[config.mk]
export PLATFORM = sky130hd
export DESIGN_NAME = secmin_wdt
export DESIGN_NICKNAME = d
export VERILOG_FILES = /design/src/rtl/wdt_pkg.sv /design/src/rtl/wdt_regs.sv /design/src/rtl/wdt_prescale.sv /design/src/rtl/wdt_count.sv /design/src/rtl/secmin_wdt.sv
export SDC_FILE = /design/constraint.sdc
export NUM_CORES = 1
export LEC_CHECK = 0
export BUFFER_PORTS_ARGS = -buffer_cell sky130_fd_sc_hd__buf_2
export CAP_MARGIN = 20
export CELL_PAD_IN_SITES_DETAIL_PLACEMENT = 1
export CELL_PAD_IN_SITES_GLOBAL_PLACEMENT = 2
export CORE_MARGIN = 5
export CORE_UTILIZATION = 28
export CTS_BUF_LIST = sky130_fd_sc_hd__clkbuf_4 sky130_fd_sc_hd__clkbuf_8 sky130_fd_sc_hd__clkbuf_16
export DETAILED_ROUTE_END_ITERATION = 6
export GPL_ROUTABILITY_DRIVEN = 0
export PLACE_DENSITY_LB_ADDON = 0.1
export SLEW_MARGIN = 5
export SYNTH_ARGS = -nofsm -noshare
export SYNTH_HDL_FRONTEND = slang
export SYNTH_SLANG_ARGS = --single-unit
export TNS_END_PERCENT = 30
[constraint.sdc]
create_clock -name clk -period 2.57 [get_ports clk]
set_clock_uncertainty 0.15 [all_clocks]
set_input_delay 0.514 -clock clk [delete_from_list [all_inputs] [get_ports clk]]
set_output_delay 0.514 -clock clk [all_outputs]
set_load 0.02 [all_outputs]
[src/rtl/wdt_pkg.sv]
package wdt_pkg;

  // Register window offsets inside the watchdog bank
  localparam logic [7:0] ADDR_CTRL = 8'h71;
  localparam logic [7:0] ADDR_CFG  = 8'h72;
  localparam logic [7:0] ADDR_LSB  = 8'h73;
  localparam logic [7:0] ADDR_MSB  = 8'h74;

  // Configuration byte, MSB first
  typedef struct packed {
    logic       sec_unit;  // 1: count seconds, 0: count minutes
    logic       kbd_en;    // pulse keyboard reset on expiry
    logic       evt_en;    // timeout event enable (stored only)
    logic       pwr_en;    // pulse system reset on expiry
    logic [3:0] irq_sel;   // interrupt select (stored only)
  } wdt_cfg_t;

endpackage

[src/rtl/wdt_regs.sv]
module wdt_regs
  import wdt_pkg::*;
#(
  parameter int CNT_W = 16
) (
  input  logic             clk,
  input  logic             rst_n,
  input  logic             wr_en,
  input  logic [7:0]       wr_addr,
  input  logic [7:0]       wr_data,
  input  logic [7:0]       rd_addr,
  input  logic [CNT_W-1:0] cnt,
  input  logic             tmo,
  output wdt_cfg_t         cfg,
  output logic             load,
  output logic [CNT_W-1:0] load_val,
  output logic [7:0]       rd_data
);

  localparam bit HAS_MSB = (CNT_W > 8);

  wdt_cfg_t   cfg_q, cfg_d;
  logic       cfg_we;
  logic [7:0] msb_view;

  assign cfg_we = wr_en && (wr_addr == ADDR_CFG);
  assign load   = wr_en && (wr_addr == ADDR_LSB);

  always_comb begin
    cfg_d = cfg_q;
    if (cfg_we) cfg_d = wdt_cfg_t'(wr_data);
  end

  always_ff @(posedge clk or negedge rst_n) begin
    if (!rst_n) cfg_q <= '0;
    else        cfg_q <= cfg_d;
  end

  assign cfg = cfg_q;

  generate
    if (HAS_MSB) begin : g_msb
      logic [7:0] msb_q, msb_d;
      logic       msb_we;

      assign msb_we = wr_en && (wr_addr == ADDR_MSB);

      always_comb begin
        msb_d = msb_q;
        if (msb_we) msb_d = wr_data;
      end

      always_ff @(posedge clk or negedge rst_n) begin
        if (!rst_n) msb_q <= '0;
        else        msb_q <= msb_d;
      end

      assign load_val = {msb_q[CNT_W-9:0], wr_data};
      assign msb_view = 8'(cnt[CNT_W-1:8]);
    end else begin : g_nomsb
      assign load_val = wr_data[CNT_W-1:0];
      assign msb_view = 8'h00;
    end
  endgenerate

  always_comb begin
    case (rd_addr)
      ADDR_CTRL: rd_data = {7'b0, tmo};
      ADDR_CFG:  rd_data = cfg_q;
      ADDR_LSB:  rd_data = cnt[7:0];
      ADDR_MSB:  rd_data = msb_view;
      default:   rd_data = 8'h00;
    endcase
  end

endmodule

[src/rtl/wdt_prescale.sv]
module wdt_prescale #(
  parameter int TPM = 60
) (
  input  logic clk,
  input  logic rst_n,
  input  logic clr,
  input  logic tick,
  input  logic run,
  input  logic sec_unit,
  output logic dec
);

  localparam int DIV_W = $clog2(TPM);
  localparam logic [DIV_W-1:0] DIV_TOP = DIV_W'(TPM - 1);

  logic [DIV_W-1:0] div_q, div_d;
  logic             wrap;
  logic             step_en;

  assign wrap    = (div_q == DIV_TOP);
  assign step_en = run && tick && !sec_unit;
  assign dec     = run && tick && (sec_unit || wrap);

  always_comb begin
    div_d = div_q;
    if (clr)          div_d = '0;
    else if (step_en) div_d = wrap ? '0 : div_q + 1'b1;
  end

  always_ff @(posedge clk or negedge rst_n) begin
    if (!rst_n) div_q <= '0;
    else        div_q <= div_d;
  end

endmodule

[src/rtl/wdt_count.sv]
module wdt_count #(
  parameter int CNT_W = 16
) (
  input  logic             clk,
  input  logic             rst_n,
  input  logic             load,
  input  logic [CNT_W-1:0] load_val,
  input  logic             dec,
  input  logic             pwr_en,
  input  logic             kbd_en,
  output logic [CNT_W-1:0] cnt,
  output logic             run,
  output logic             tmo,
  output logic             sys_rst,
  output logic             kbd_rst
);

  localparam logic [CNT_W-1:0] ONE = CNT_W'(1);

  logic [CNT_W-1:0] cnt_q, cnt_d;
  logic             run_q, run_d;
  logic             expire;
  logic             tmo_q, sys_q, kbd_q;

  assign expire = !load && dec && (cnt_q == ONE);

  always_comb begin
    cnt_d = cnt_q;
    run_d = run_q;
    if (load) begin
      cnt_d = load_val;
      run_d = (load_val != '0);
    end else if (dec) begin
      cnt_d = cnt_q - ONE;
      if (expire) run_d = 1'b0;
    end
  end

  always_ff @(posedge clk or negedge rst_n) begin
    if (!rst_n) begin
      cnt_q <= '0;
      run_q <= 1'b0;
      tmo_q <= 1'b0;
      sys_q <= 1'b0;
      kbd_q <= 1'b0;
    end else begin
      cnt_q <= cnt_d;
      run_q <= run_d;
      tmo_q <= expire;
      sys_q <= expire && pwr_en;
      kbd_q <= expire && kbd_en;
    end
  end

  assign cnt     = cnt_q;
  assign run     = run_q;
  assign tmo     = tmo_q;
  assign sys_rst = sys_q;
  assign kbd_rst = kbd_q;

endmodule

[src/rtl/secmin_wdt.sv]
module secmin_wdt
  import wdt_pkg::*;
#(
  parameter int CNT_W = 16,
  parameter int TPM   = 60
) (
  input  logic       clk,
  input  logic       rst_n,
  input  logic       sec_tick,
  input  logic       wr_en,
  input  logic [7:0] wr_addr,
  input  logic [7:0] wr_data,
  input  logic [7:0] rd_addr,
  output logic [7:0] rd_data,
  output logic       sys_rst_o,
  output logic       kbd_rst_o
);

  wdt_cfg_t         cfg;
  logic             load;
  logic [CNT_W-1:0] load_val;
  logic [CNT_W-1:0] cnt;
  logic             run;
  logic             tmo;
  logic             dec;

  wdt_regs #(.CNT_W(CNT_W)) u_regs (
    .clk      (clk),
    .rst_n    (rst_n),
    .wr_en    (wr_en),
    .wr_addr  (wr_addr),
    .wr_data  (wr_data),
    .rd_addr  (rd_addr),
    .cnt      (cnt),
    .tmo      (tmo),
    .cfg      (cfg),
    .load     (load),
    .load_val (load_val),
    .rd_data  (rd_data)
  );

  wdt_prescale #(.TPM(TPM)) u_pre (
    .clk      (clk),
    .rst_n    (rst_n),
    .clr      (load),
    .tick     (sec_tick),
    .run      (run),
    .sec_unit (cfg.sec_unit),
    .dec      (dec)
  );

  wdt_count #(.CNT_W(CNT_W)) u_cnt (
    .clk      (clk),
    .rst_n    (rst_n),
    .load     (load),
    .load_val (load_val),
    .dec      (dec),
    .pwr_en   (cfg.pwr_en),
    .kbd_en   (cfg.kbd_en),
    .cnt      (cnt),
    .run      (run),
    .tmo      (tmo),
    .sys_rst  (sys_rst_o),
    .kbd_rst  (kbd_rst_o)
  );

endmodule

==> run metrics <==
status=finished clean; post-layout min period=2.44 ns; Crit Path Class=in -> out; htree depth=2; vias in the first global route=2162; clock tree from TritonCTS=yes; pwr/cell area=approximately 540 mW/mm2; required time of the critical path=1.91 ns; die area=0.0104 mm2; total global-route track usage=0.154; measured slew at the worst slew-check pin=0.557 ns; Primary FF master, synth=dfrtp_1; Max Clk Rate=411 MHz; vias=2131; Hold WS=0.0342 ns; HP Class=in -> async; drt pass-1 iters=4; ANT cells=0; Yosys top cell area share=0.443; WP data arrival=between 1.5 and 2 ns; I/O Buffers=37; Area growth, synth to finish=20.8%; detailed placer's ending HPWL=just under 6 mm; final core utilization=0.349; CTS Buf Count=5; DIE WIDTH=102 um; leading cell type by number of instances after synthesis=dfrtp_1; max-cap viol count=0; postcts setup bufs=0; NumNets Final=between 300 and 400; largest fanout on the critical path=7; Longest Clk Path Bufs=2; CP endpoint kind=primary output; RSZ-0062 raised after global routing=false; leakage dissipation=1.35 nW; per-cell routed wire length=19.3 um; Syn Area/Cell=10.2 um2; Die Ht=a little over 100 um; top post-synthesis cells by count=42 x dfrtp_1, 17 x mux2_2, 17 x nor2_1, 14 x nand2_1, 12 x a31oi_1; cell type with the largest total area after synthesis=dfrtp_1; Rel. slew slack=0.629; CTS sink cnt=42; grt total ovfl=0; layout cell share with drive strength beyond 1=0.304; Async SR Flop Fraction=1.00; Power, Total=1.54 mW; Iter 0 DRT Violations=between 100 and 150; sequential share of the synthesized area=0.443; Synth area leaders=dfrtp_1 44%, mux2_2 8.1%, a31oi_1 3.2%; first-pass GRT wire length=12.3 mm; Resize count post-CTS=0; Rows=33; Warnings, synthesis=0; clock slew at reported path FFs=0.09 ns; Synthesized Nets=263; Post-route DRC=0; Startpoint Class=primary input; Mapped Area=0.00237 mm2; core area=0.00822 mm2; Hold Vio Cnt, Final=0; Post-Route Setup TNS=0 ns; DRT Wirelength=7.47 mm; num ports=38; Post-synth EDFFs=0; peak supply drop=180 uV; Distinct cells, synth=50; count of final max-slew check failures=0; vias per cell=5.49; largest net degree at the start of global routing=28; clock root cell=clkbuf_8; worst skew pair latency=about 0.3 ns; antenna violations before repair=0; DRT antenna net count=0; synthesized netlist cell count=around 230; CTS Hold Bufs=0; synthesized flop and latch total=between 40 and 50; Initial Util=0.289; final count of negative-setup-slack endpoints=0; Final period util=0.948
[state kept, by name (all words and copies together) (netlist names)]
name and cells:
u_cnt.cnt 16, u_cnt.kbd_rst 1, u_regs.g_msb.msb_q 8, u_cnt.run 1, u_regs.cfg 8, u_cnt.tmo 1
u_pre.div_q 6, u_cnt.sys_rst 1
[metrics by stage]
stage | setup WS (ns) | instances | area (um2)
finish | 0.135 | 388 | 2870
global route | 0.0484 | 388 | 2870
CTS | 0.129 | 388 | 2870
detailed placement | 0.132 | 380 | 2750
global placement | 0.228 | 380 | 2750
floorplan | 0.101 | 232 | 2370
[cells in the final DEF (no fill, tap or decap), drive strengths merged, types with 5 or more instances in the layout]
cell    count
inv        11
o31ai       9
dfrtp      42
a222oi      7
nor3        5
nor2       17
nand2      14
or4        11
o21ai       6
a21oi       7
or3         6
buf        50
a31oi      12
nor4        8
clkbuf      5
mux2       17
nand3       8
[critical path, stage by stage]
cell,delay (ns)
buf_2,0.09
nand4b_1,0.27
nor4_1,0.34
buf_4,0.21
a222oi_1,0.12
inv_1,0.07
buf_2,0.15
[area by class of cell]
type | count | area [um2]
Fill cell | 929 | 5350
Multi-Input combinational cell | 172 | 1240
Sequential cell | 42 | 1050
Timing Repair Buffer | 50 | 283
Tap cell | 105 | 131
Clock buffer | 5 | 68.8
Clock inverter | 3 | 45.0
Inverter | 11 | 41.3
[final timing paths]
path / start / end / slack (ns) / depth (start not counted)
max: rd_addr[7] / rd_data[1] / 0.13 / 7
min: rst_n / u_cnt.cnt[6] / 0.03 / 1
max reg2reg: u_pre.div_q[0] / u_cnt.cnt[3] / 0.41 / 5
min reg2reg: u_regs.cfg[0] / u_regs.cfg[0] / 0.37 / 1
max in group asynchronous: rst_n / u_regs.g_msb.msb_q[1] / 1.64 / 2
min in group clk: wr_data[4] / u_regs.g_msb.msb_q[4] / 0.35 / 2
[layer usage]
metal	wire [um]	part of all wire	vias to the layer above	GRT usage
met3	257	0.034	8	0.0225
met2	3180	0.43	42	0.218
met5	0	0	-	0
li1	-	-	1003	-
met4	121	0.016	0	0.0464
met1	3910	0.52	1078	0.238
[where the power goes]
| group | switching [mW] | total (mW) | internal, mW |
|---|---|---|---|
| registers | 0.0664 | 0.775 | 0.709 |
| clock network | 0.253 | 0.542 | 0.289 |
| logic | 0.128 | 0.225 | 0.0976 |
[logic make-up after synthesis]
kind of cell,share of synthesized area
AOI/OAI and AO/OA,0.148
xor gates and xnor gates,0.00739
adders and majority gates,0.0158
buffers and inverters,0.0322
DFF,0.443
muxes,0.0891
and+or+nand+nor,0.264
Power figures use the tool's default switching activity.
